$ cat src/rtl/pwrbtn_pkg.sv
package pwrbtn_pkg;

    localparam int STATE_W      = 3;
    localparam int DEB_MS_DFLT  = 16;
    localparam int OVR_W_DFLT   = 16;
    localparam logic [STATE_W-1:0] ST_RUN = '0;

    typedef struct packed {
        logic level;
        logic press;
    } btn_evt_t;

    typedef struct packed {
        logic smi;
        logic sci;
        logic wake;
        logic off;
        logic deep_off;
    } strobe_t;

    function automatic logic is_running(input logic [STATE_W-1:0] st);
        return st == ST_RUN;
    endfunction

    function automatic strobe_t route_press(input logic [STATE_W-1:0] st,
                                            input logic sel);
        strobe_t s;
        s = '0;
        if (is_running(st)) begin
            s.smi = ~sel;
            s.sci = sel;
        end else begin
            s.wake = 1'b1;
        end
        return s;
    endfunction

    function automatic strobe_t route_hold(input logic den, input logic dok);
        strobe_t s;
        s = '0;
        s.deep_off = den & dok;
        s.off      = ~(den & dok);
        return s;
    endfunction

endpackage

$ cat src/rtl/pb_debounce.sv
module pb_debounce
    import pwrbtn_pkg::*;
#(
    parameter int SYNC_STAGES = 2,
    parameter int DEB_MS      = DEB_MS_DFLT
) (
    input  logic     clk,
    input  logic     rst,
    input  logic     btn_n,
    input  logic     ms_tick,
    output btn_evt_t evt
);
    localparam int CNT_W = $clog2(DEB_MS + 1);
    localparam logic [CNT_W-1:0] CNT_LAST = CNT_W'(DEB_MS - 1);

    logic [SYNC_STAGES-1:0] sync_q;
    logic                   sample;
    logic [CNT_W-1:0]       cnt_q;
    logic                   level_q;
    logic                   press_q;

    for (genvar g = 0; g < SYNC_STAGES; g++) begin : g_sync
        if (g == 0) begin : g_first
            always_ff @(posedge clk) begin
                if (rst) sync_q[0] <= 1'b1;
                else     sync_q[0] <= btn_n;
            end
        end else begin : g_next
            always_ff @(posedge clk) begin
                if (rst) sync_q[g] <= 1'b1;
                else     sync_q[g] <= sync_q[g-1];
            end
        end
    end

    assign sample = ~sync_q[SYNC_STAGES-1];

    always_ff @(posedge clk) begin
        if (rst) begin
            cnt_q   <= '0;
            level_q <= 1'b0;
            press_q <= 1'b0;
        end else begin
            press_q <= 1'b0;
            if (sample == level_q) begin
                cnt_q <= '0;
            end else if (ms_tick) begin
                if (cnt_q == CNT_LAST) begin
                    cnt_q   <= '0;
                    level_q <= sample;
                    press_q <= sample;
                end else begin
                    cnt_q <= cnt_q + 1'b1;
                end
            end
        end
    end

    assign evt.level = level_q;
    assign evt.press = press_q;

endmodule

$ cat src/rtl/pb_hold_timer.sv
module pb_hold_timer #(
    parameter int OVR_W = 16
) (
    input  logic             clk,
    input  logic             rst,
    input  logic             held,
    input  logic             ms_tick,
    input  logic [OVR_W-1:0] ovr_ms,
    output logic             hit
);
    localparam logic [OVR_W-1:0] CNT_MAX = '1;
    localparam logic [OVR_W-1:0] ONE     = OVR_W'(1);

    logic [OVR_W-1:0] cnt_q;
    logic [OVR_W-1:0] cnt_nxt;
    logic [OVR_W-1:0] limit;
    logic             fired_q;
    logic             hit_q;

    always_comb begin
        cnt_nxt = (cnt_q == CNT_MAX) ? cnt_q : cnt_q + ONE;
        limit   = (ovr_ms == '0) ? ONE : ovr_ms;
    end

    always_ff @(posedge clk) begin
        if (rst) begin
            cnt_q   <= '0;
            fired_q <= 1'b0;
            hit_q   <= 1'b0;
        end else begin
            hit_q <= 1'b0;
            if (!held) begin
                cnt_q   <= '0;
                fired_q <= 1'b0;
            end else if (ms_tick && !fired_q) begin
                cnt_q <= cnt_nxt;
                if (cnt_nxt >= limit) begin
                    hit_q   <= 1'b1;
                    fired_q <= 1'b1;
                end
            end
        end
    end

    assign hit = hit_q;

endmodule

$ cat src/rtl/pb_event_router.sv
module pb_event_router
    import pwrbtn_pkg::*;
(
    input  logic               clk,
    input  logic               rst,
    input  logic               press,
    input  logic               hit,
    input  logic [STATE_W-1:0] sys_state,
    input  logic               irq_sel,
    input  logic               deep_en,
    input  logic               deep_ok,
    output strobe_t            strb
);
    strobe_t strb_d;
    strobe_t strb_q;

    always_comb begin
        strb_d = '0;
        if (press) strb_d = route_press(sys_state, irq_sel);
        if (hit)   strb_d = strb_d | route_hold(deep_en, deep_ok);
    end

    always_ff @(posedge clk) begin
        if (rst) strb_q <= '0;
        else     strb_q <= strb_d;
    end

    assign strb = strb_q;

endmodule

$ cat src/rtl/pwrbtn_evt_ctrl.sv
module pwrbtn_evt_ctrl
    import pwrbtn_pkg::*;
#(
    parameter int SYNC_STAGES = 2,
    parameter int DEB_MS      = DEB_MS_DFLT,
    parameter int OVR_W       = OVR_W_DFLT
) (
    input  logic               clk,
    input  logic               rst,
    input  logic               btn_n,
    input  logic               ms_tick,
    input  logic [STATE_W-1:0] sys_state,
    input  logic [OVR_W-1:0]   ovr_ms,
    input  logic               irq_sel,
    input  logic               deep_en,
    input  logic               deep_ok,
    output logic               sleep_smi,
    output logic               sleep_sci,
    output logic               wake_evt,
    output logic               force_s5,
    output logic               force_deep_s5
);
    btn_evt_t bevt;
    logic     hold_hit;
    strobe_t  strb;

    pb_debounce #(
        .SYNC_STAGES(SYNC_STAGES),
        .DEB_MS     (DEB_MS)
    ) u_deb (
        .clk    (clk),
        .rst    (rst),
        .btn_n  (btn_n),
        .ms_tick(ms_tick),
        .evt    (bevt)
    );

    pb_hold_timer #(
        .OVR_W(OVR_W)
    ) u_hold (
        .clk    (clk),
        .rst    (rst),
        .held   (bevt.level),
        .ms_tick(ms_tick),
        .ovr_ms (ovr_ms),
        .hit    (hold_hit)
    );

    pb_event_router u_route (
        .clk      (clk),
        .rst      (rst),
        .press    (bevt.press),
        .hit      (hold_hit),
        .sys_state(sys_state),
        .irq_sel  (irq_sel),
        .deep_en  (deep_en),
        .deep_ok  (deep_ok),
        .strb     (strb)
    );

    assign sleep_smi     = strb.smi;
    assign sleep_sci     = strb.sci;
    assign wake_evt      = strb.wake;
    assign force_s5      = strb.off;
    assign force_deep_s5 = strb.deep_off;

endmodule

$ cat config.mk
export PLATFORM = sky130hd
export DESIGN_NAME = pwrbtn_evt_ctrl
export DESIGN_NICKNAME = d
export VERILOG_FILES = /design/src/rtl/pwrbtn_pkg.sv /design/src/rtl/pb_debounce.sv /design/src/rtl/pb_hold_timer.sv /design/src/rtl/pb_event_router.sv /design/src/rtl/pwrbtn_evt_ctrl.sv
export SDC_FILE = /design/constraint.sdc
export NUM_CORES = 1
export LEC_CHECK = 0
export BUFFER_PORTS_ARGS = -buffer_cell sky130_fd_sc_hd__buf_2
export CAP_MARGIN = 20
export CORE_ASPECT_RATIO = 1.5
export CORE_MARGIN = 2
export CORE_UTILIZATION = 50
export DETAILED_ROUTE_END_ITERATION = 12
export GPL_TIMING_DRIVEN = 0
export PLACE_DENSITY = 0.74
export SYNTH_ARGS = -nofsm -noshare
export SYNTH_HDL_FRONTEND = slang
export SYNTH_HIERARCHICAL = 1
export SYNTH_SLANG_ARGS = --single-unit
$ cat constraint.sdc
create_clock -name clk -period 4.15 [get_ports clk]
set_input_delay 0.2075 -clock clk [delete_from_list [all_inputs] [get_ports clk]]
set_output_delay 0.2075 -clock clk [all_outputs]
set_load 0.05 [all_outputs]
* After elaboration in Yosys (flattened, before gate mapping)
Index checks and enable logic that the tools add are counted.
** Storage, ports and cells
- Register bits :: 32
- Output and inout port bits :: 5
- Input port bits :: 26
** Operators by class
- Magnitude comparators :: 1
- Muxes and demuxes :: 8
- Bitwise operators :: 10
- $add $sub $neg :: 2
- Eq/ne operators :: 3
- Reduce and logical (&&, ||, !) cells :: 10
** Operators by type and width (number)
- two-way mux 16 bit :: 2
- adder 16 x 1 -> 16 bit, second input constant :: 1
- equality test 16 bit, second input constant :: 1
- greater-or-equal comparator 16 bit :: 1
- zero test 16 bit :: 1
- two-way mux 5 bit :: 3
- NOT 1 bit :: 8
- adder 5 x 1 -> 5 bit, second input constant :: 1
- equality test 5 x 4 -> 1 bit, second input constant :: 1
- OR 5 x 2 -> 5 bit :: 1
- OR reduction 2 bit :: 2
- OR reduction 4 bit :: 1
- zero test 3 bit :: 1
- AND reduction 3 bit :: 1
- OR reduction 3 bit :: 1
- two-way mux 1 bit :: 2
- two-way mux 2 bit :: 1
- AND reduction 2 bit :: 1
- AND 1 bit :: 1
- equality test 1 bit :: 1
- logical AND 1 bit :: 1
- zero test 1 bit :: 1

* Depth between registers and ports, before layout
Gate-level depths: netlist of run 1.
- Depth in word-level cells :: 5
- Depth in mapped cells :: 13

* Modules after synthesis
The synthesis of run 1 kept the hierarchy.
** Modules (own cells, without submodules)
- pb_hold_timer :: area an instance 1639.1 um^2, cells an instance 195, times used 1
- pb_debounce :: area an instance 377.9 um^2, cells an instance 37, times used 1
- pb_event_router :: area an instance 158.9 um^2, cells an instance 13, times used 1

* Worst setup path before layout of run 1
OpenSTA, ideal clock, no wires.
- Kind :: reg2reg
- From :: register u_hold.cnt_q[0]
- To :: register u_hold.fired_q
- Data arrival time :: 2.671 ns
- Stages on the path, launching flop included :: 12
- Setup slack :: 1.352 ns
- Setup time :: 0.127 ns
- Cell sequence :: dfxtp_1 -> ha_1 -> nand2_1 -> nor4_4 -> buf_6 -> nand2_4 -> mux2_4 -> ha_1 -> a2111oi_0 -> nor4_1 -> nor3_1 -> o21ai_0
** Between the ends
- Cells in the longest elaborated chain, start to end :: 4
** Ends and longest elaborated chain
- start: declaration :: RTL line pb_hold_timer.sv:14 : logic [OVR_W-1:0] cnt_q;
- start signal: assignment :: RTL line pb_hold_timer.sv:36 : cnt_q <= cnt_nxt;
- adder 16 x 1 -> 16 bit or equality test 16 bit (tied branches) :: RTL line pb_hold_timer.sv:21 : cnt_nxt = (cnt_q == CNT_MAX) ? cnt_q : cnt_q + ONE;
- two-way mux 16 bit (*) :: RTL line pb_hold_timer.sv:21
- net u_hold.cnt_nxt[1] :: RTL line pb_hold_timer.sv:15 : logic [OVR_W-1:0] cnt_nxt;
- greater-or-equal comparator 16 bit (*) :: RTL line pb_hold_timer.sv:37 : if (cnt_nxt >= limit) begin
- AND reduction 2 bit (no source line) (*)
- end signal: assignment :: RTL line pb_hold_timer.sv:28 : fired_q <= 1'b0;
- end signal: assignment :: RTL line pb_hold_timer.sv:34 : fired_q <= 1'b0;
- end signal: assignment :: RTL line pb_hold_timer.sv:39 : fired_q <= 1'b1;
- end: declaration :: RTL line pb_hold_timer.sv:17 : logic fired_q;
The timed path passes the listed nets; every way through them passes the cells marked *.
A chain may end at the register's enable or synchronous reset.

* Worst setup path in the final report of run 1
Same ends and word-level chain as after synthesis.

==> results of run 1 <==
[per-layer routing]
metal	GRT usage	vias up	part of all wire
li1	-	938	-
met1	0.199	878	0.40
met2	0.362	56	0.53
met3	0.0293	12	0.037
met4	0.121	0	0.035
met5	0	-	0
[flip-flops by register name, indices dropped and copies added (netlist names)]
register / flops
u_deb/sync_q: 2
u_deb/press_q: 1
u_hold/fired_q: 1
u_route/strb: 5
u_deb/cnt_q: 5
u_hold/cnt_q: 16
u_deb/level_q: 1
u_hold/hit: 1
[through the flow]
step	std cells	instance area [µm²]	power, mW	utilization	hold slack [ns]
2_1_floorplan	245	2180	0.334	-	0.284
3_3_place_gp	321	2380	0.354	0.566	0.391
3_5_place_dp	321	2380	0.355	0.566	0.397
4_1_cts	329	2500	0.659	0.594	0.102
5_1_grt	329	2500	0.673	0.594	0.0987
6_report	329	2500	0.652	0.594	0.109
[final timing paths]
check,startpoint,endpoint
max,u_hold/cnt_q[0],u_hold/fired_q
max reg2reg,u_hold/cnt_q[0],u_hold/fired_q
min,deep_ok,u_route/strb[1]
min reg2reg,u_deb/sync_q[0],u_deb/sync_q[1]
[cell usage after synthesis (3+ instances only)]
library cell,instances
sky130_fd_sc_hd__nand4_1,3
sky130_fd_sc_hd__nand3_1,8
sky130_fd_sc_hd__xnor2_1,17
sky130_fd_sc_hd__nor4_1,4
sky130_fd_sc_hd__ha_1,18
sky130_fd_sc_hd__a21o_1,3
sky130_fd_sc_hd__nor3_1,7
sky130_fd_sc_hd__o21ai_0,3
sky130_fd_sc_hd__dfxtp_1,32
sky130_fd_sc_hd__xor2_1,7
sky130_fd_sc_hd__or3_1,4
sky130_fd_sc_hd__inv_1,17
sky130_fd_sc_hd__a211oi_1,5
sky130_fd_sc_hd__nor2_1,24
sky130_fd_sc_hd__nand2_1,17
sky130_fd_sc_hd__nand2b_1,10
sky130_fd_sc_hd__buf_4,3
sky130_fd_sc_hd__a21oi_1,9
sky130_fd_sc_hd__a31oi_1,3
[cell type report]
class	count	area, µm²	area share
clock buffer	5	68.8	0.0275
tap	46	57.6	0.0230
multi-input combinational	186	1400	0.561
timing repair buffer	30	150	0.0601
sequential	32	641	0.256
inverter	17	63.8	0.0255
clock inverter	3	46.3	0.0185
buffer	10	70.1	0.0280
[cells by family (layout without fill, tap and decap cells)]
family          count (synthesis)  in the layout
buf+inv                        27             65
simple gates                  102            102
flops                          32             32
fa+ha+maj                      18             18
compound gates                 37             37
mux                             5              5
xor+xnor                       24             24
[report_power, final]
| group | internal [mW] | total (mW) | switching [mW] | leakage, nW |
|---|---|---|---|---|
| Sequential | 0.308 | 0.309 | 0.000747 | 0.258 |
| Combinational | 0.0183 | 0.0394 | 0.0211 | 0.835 |
| Clock | 0.181 | 0.303 | 0.123 | 0.0548 |
[cell usage in the layout, fill, tap and decap left out, drive strengths merged, types with 3 or more instances in the layout]
cell type / n
nor4: 8
nand3: 8
inv: 18
nor3: 9
or3: 4
a21oi: 10
mux2: 3
o21ai: 4
xor2: 7
xnor2: 17
nor2: 24
a211oi: 5
a21o: 3
dfxtp: 32
nand2: 18
ha: 18
a31oi: 3
nand2b: 11
clkbuf: 9
nand4: 5
buf: 36
a2111oi: 4
[worst reg2reg max path: cells and delay by family (launching register included)]
family / cells / cell delay [ns]
AND/OR/NAND/NOR: 5 / 1.13
multiplexers: 1 / 0.31
AO/OA/AOI/OAI: 2 / 0.54
flip-flops: 1 / 0.44
adder cells (fa/ha/maj): 2 / 0.56
buffers and inverters: 1 / 0.22
==> summary.md, run 1 <==
| Metric | Value |
|---|---|
| Result of the run | finished, final reports clean |
| Setup TNS Final | 0 ns |
| Number of buffers inserted during clock tree synthesis | 5 |
| Clock slew at the register clock pins of the worst setup and hold paths | 0.07 ns |
| Hold-fix buffers, CTS | 0 |
| Clock latency on the worst-skew pair | 0.28 ns |
| Number of cells produced by synthesis | 245 |
| FF+latch count, synth | 32 |
| Number of max-slew violations in the final report | 0 |
| Buffer and inverter count on the worst path | 1 |
| Drt via density | 5.73 |
| Number of vias after detailed routing | 1884 |
| RSZ-0062 raised after global routing | no |
| Cell-by-cell listing of the critical path | ha_1, nand2_1, nor4_4, buf_6, nand2_4, mux2_4, ha_1, a2111oi_0, nor4_1, nor3_1, o21ai_0 |
| Setup Crit Path Kind | reg2reg |
| Post-Syn Nets | roughly 290 |
| Worst path depth | 11 |
| Portion of netlist area occupied by mux cells | 0.0282 |
| Detail Placement HPWL | 3.63 mm |
| Area grow syn2layout | 14.8% |
| YS warnings | 6 |
| Adder-Cell Fraction of Synth Area | 0.104 |
| CTS tree | built |
| Vias in the first global route | about 1800 |
| Die Span Y | 84.8 µm |
| Overall track demand over capacity in global routing | 0.197 |
| Syn Area/Cell | 8.88 µm² |
| Period minus WS final | 3.33 ns |
| Distinct cells, synth | 56 |
| Worst IR Drop VDD | just over 0.0003 V |
| First DRT Iteration DRCs | between 70 and 80 |
| Final critical-path share of the clock period | 0.803 |
| Data arrival, critical path | 3.49 ns |
| Total length of routed wires | 4.62 mm |
| Post-synthesis cell type with the largest combined area | sky130_fd_sc_hd__dfxtp_1 |
| Post-synthesis async set-or-reset flop share | 0 |
| Largest stage delay, worst path | 0.44 ns |
| Number of H-tree branching levels | 2 |
| Sequential-to-total area share from yosys stat | 0.294 |
| Std-Cell Rows | 29 |
| RD Place Congestion | 0.855 |
| Crit start category | flop |
| Proportion of layout cells with a drive suffix above 1 | 0.240 |
| Min-Delay Path Depth | 2 |
| Remaining global-route overflow | 0 |
| Final worst setup slack | 0.817 ns |
| Die area | 4910 µm² |
| Pin slew with the least headroom to its limit | 0.571 ns |
| Number of antenna-violating nets in the routed design | 0 |
| Number of max-cap violations | 0 |
| Post-cts resize count | 0 |
| Prevailing post-synth register cell | sky130_fd_sc_hd__dfxtp_1 |
| Starting density of the core | 0.517 |
| First-pass GRT wire length | 7.38 mm |
| Required time at the worst-slack endpoint | 4.31 ns |
| Setup WS pre-CTS | roughly 0.81 ns |
| Top Family by Delay on Critical Path | simple AND/OR/NAND/NOR gates |
| Total power per unit cell area | roughly 260 nW/µm² |
| Type of the most critical hold path | in2reg |
| Relative max-transition margin | 0.619 |
| Main area contributors after synthesis | sky130_fd_sc_hd__dfxtp_1, sky130_fd_sc_hd__ha_1, sky130_fd_sc_hd__xnor2_1 |
| R2R cell count | 11 |
| Netlist area before placement | 2180 µm² |
| Finish-stage setup viols | 0 |
| Simple-Gate Fraction of Synth Area | 0.287 |
| Post-synth EDFFs | 0 |
| Leak | 1.15 nW |
| Fraction of synthesized cell area taken by the top area cell type | 0.294 |
| Setup slack, reg-to-reg | just over 0.8 ns |
| Number of antenna violations at the first check in global routing | 0 |
| Number of nets in the final layout | 326 |
| IO Port Bufs | 30 |
| Routed WL per cell | about 14 µm |
| Die width | between 50 and 60 µm |
| DR DRC count | 0 |
| CP max-delay cell | sky130_fd_sc_hd__dfxtp_1 |
| Setup Buffers After CTS | 0 |
| Area fraction in compound gates after synthesis | 0.129 |
| Highest net fanout along the worst path | 10 |
| Largest net degree at the start of global routing | 13 |
| Total number of clock tree sinks | 32 |
| Core ar. | 4210 µm² |
| Final Hold Fails | 0 |
| Largest family of logic cells by synthesized area | simple AND/OR/NAND/NOR gates |
| Total inserted antenna cells | 0 |
| Fillers | 404 |
| Root Buffer | sky130_fd_sc_hd__clkbuf_8 |
| Most common cell on crit path | sky130_fd_sc_hd__ha_1 |
| Router iterations before antenna repair | 4 |
| Max Freq | ~0.3 GHz |
| Final worst clock skew | 0.00282 ns |
| Worst-case clock buffer depth | 2 |
| Xor/xnor cell area share of the yosys netlist | 0.0966 |
| Critical path capture point type | flop |
| Io pins | 31 |
Note: power is estimated with default switching activity, not from simulation.
==> inputs of run 2 (changes only) <==
- PLACE_DENSITY: 0.74 -> 0.77
- clock period: 4.15 -> 2.95 ns (I/O delays scaled with it)
==> run 2 against run 1 <==
Against the previous run: register-to-register slack lost 0.74 ns; combinational power grew 44%; sequential power grew 40%; clock-buffer cell count grew 2; total power grew 28%; wire length grew 1.2%; non-clock buffer count grew 10; utilization grew 3.1 points; first-iteration DRC count shrank 42%; critical endpoint unchanged; highest routed layer unchanged.
==> summary.md, run 2 (same netlist as run 1, synthesis figures left out) <==
| Metric | Value |
|---|---|
| Starting density of the core | 0.517 |
| Final worst setup slack | slightly above 0.08 ns |
| Highest Signal Layer | met4 |
| Number of max-cap violations | 0 |
| Die Span Y | around 85 µm |
| Root Buffer | sky130_fd_sc_hd__clkbuf_8 |
| Core ar. | 4210 µm² |
| Worst IR Drop VDD | around 0.00035 V |
| Leak | 1.21 nW |
| Result of the run | finished, final reports clean |
| Final Instance Count excl. Fillers | 339 |
| Detail Placement HPWL | 3.48 mm |
| Met3 wire length | 196 µm |
| Final worst clock skew | 0.00599 ns |
| Die area | 4910 µm² |
| First-pass GRT wire length | 7.33 mm |
| CTS tree | built |
| Std-Cell Rows | 29 |
| Total area of multi-input combinational cells | 1460 µm² |
| Buffer and inverter count on the worst path | 2 |
| DR DRC count | 0 |
| Largest net degree at the start of global routing | 12 |
| Drt via density | around 5.6 |
| Fillers | 357 |
| Highest net fanout along the worst path | 6 |
| Remaining global-route overflow | 0 |
| Proportion of layout cells with a drive suffix above 1 | 0.324 |
| Type of the most critical hold path | in2reg |
| Sequential power share | 0.521 |
| Post-layout utilization of the core | 0.625 |
| Die width | 57.9 µm |
| Sw frac | 0.221 |
| Setup Crit Path Kind | reg2reg |
| Pin slew with the least headroom to its limit | between 0.5 and 0.6 ns |
| Setup TNS Final | 0 ns |
| Vias in the first global route | 1741 |
| Io pins | 31 |
| Register bank with the most flops | u_hold/cnt_q |
| Clock slew at the register clock pins of the worst setup and hold paths | 0.07 ns |
| Data arrival, critical path | 3.07 ns |
| Clock latency on the worst-skew pair | 0.27 ns |
| Number of buffers inserted during clock tree synthesis | 5 |
| Overall track demand over capacity in global routing | 0.191 |
| Crit start category | flop |
| Largest stage delay, worst path | 0.37 ns |
| Area of all sequential standard cells | between 600 and 700 µm² |
| Required time at the worst-slack endpoint | 3.15 ns |
| Number of antenna-violating nets in the routed design | 0 |
| Total number of clock tree sinks | 32 |
| Number of vias after detailed routing | 1910 |
| Cell-by-cell listing of the critical path | ha_4, nand2_2, nor4_4, buf_6, nand2_1, mux2_4, ha_1, and4_4, nand2_1, nor4_1, nor3_1, buf_4, o21ai_0 |
| Final Hold Fails | 0 |
| Routed WL per cell | 13.8 µm |
| Total length of routed wires | 4.68 mm |
| Max Freq | 0.349 GHz |
| Commonest cells after routing, fill and taps aside | sky130_fd_sc_hd__buf_2, sky130_fd_sc_hd__dfxtp_1, sky130_fd_sc_hd__nor2_1 |
| Met1 wire length | 1.95 mm |
| Finish-stage setup viols | 0 |
| Total inserted antenna cells | 0 |
| Number of H-tree branching levels | 2 |
| Portion of total power attributed to the clock network | 0.411 |
| Number of max-slew violations in the final report | 0 |
| Switching Power | about 180 µW |
| Cell count after placement | 321 |
| Met2 Wirelength | 2.38 mm |
| Number of nets in the final layout | about 340 |
| Most common cell on crit path | sky130_fd_sc_hd__nand2_1 |
| Setup WS pre-CTS | -0.463 ns |
| Commonest non-fill, non-tap cell in the layout | sky130_fd_sc_hd__buf_2 |
| Number of flip-flops under the largest register name | 16 |
| Period minus WS final | 2.87 ns |
| Layout Cell Area excl Fill | 2630 µm² |
| Worst-case clock buffer depth | 2 |
| Top Family by Delay on Critical Path | simple AND/OR/NAND/NOR gates |
| Relative max-transition margin | 0.613 |
| RSZ-0062 raised after global routing | yes |
| RD Place Congestion | between 0.8 and 0.9 |
| Combinational share of power | 0.068 |
| Setup slack, reg-to-reg | 0.08 ns |
| Router iterations before antenna repair | 4 |
| Critical path capture point type | flop |
| Area grow syn2layout | 20.8% |
| First DRT Iteration DRCs | 43 |
| Total power per unit cell area | roughly 320 nW/µm² |
| CP max-delay cell | sky130_fd_sc_hd__dfxtp_4 |
| Number of antenna violations at the first check in global routing | 0 |
| Internal power summed over all cells | 648 µW |
| IO Port Bufs | 30 |
| Post-place instance area | 2380 µm² |
| Final critical-path share of the clock period | 0.972 |
run 2: cell type report:
| class | instances | area share |
|---|---|---|
| well taps | 46 | 0.0219 |
| inverters | 17 | 0.0243 |
| clock buffers | 7 | 0.0328 |
| plain buffers | 10 | 0.0281 |
| multi-input cells | 186 | 0.555 |
| clock inverters | 1 | 0.00286 |
| repair buffers | 40 | 0.0857 |
| flip-flops and latches | 32 | 0.249 |
run 2: what timing repair did:
| item | 4_1_cts | 5_1_grt |
|---|---|---|
| setup endpoints to repair | 2 | 2 |
| buffers inserted | 2 | 8 |
| hold buffers | 0 | 0 |
| pin swaps | 2 | 5 |
| resized for setup | 8 | 17 |
run 2: layer usage:
| metal | vias to the layer above | track usage |
|---|---|---|
| met5 | - | 0 |
| met4 | 0 | 0.101 |
| met3 | 17 | 0.0231 |
| met1 | 867 | 0.204 |
| li1 | 970 | - |
| met2 | 56 | 0.350 |
run 2: final timing paths:
check,from,endpoint,cells after the start
hold reg to reg,u_deb/sync_q[0],u_deb/sync_q[1],1
setup / recovery,u_hold/cnt_q[0],u_hold/fired_q,13
setup reg to reg,u_hold/cnt_q[0],u_hold/fired_q,13
hold / removal,btn_n,u_deb/sync_q[0],2
run 2: power by group through the flow:
stage / clock network, mW / registers, mW / logic (mW)
2_1_floorplan: 0 / 0.444 / 0.0259
3_3_place_gp: 0 / 0.444 / 0.0532
3_5_place_dp: 0 / 0.444 / 0.0543
4_1_cts: 0.352 / 0.434 / 0.0551
5_1_grt: 0.371 / 0.432 / 0.0633
6_report: 0.342 / 0.433 / 0.0568
run 2: metrics by stage:
step                hold WS [ns]  power [mW]
floorplan                  0.224       0.470
global placement           0.334       0.497
detailed placement         0.334       0.499
CTS                       0.0424       0.842
global route              0.0456       0.867
finish                    0.0490       0.831
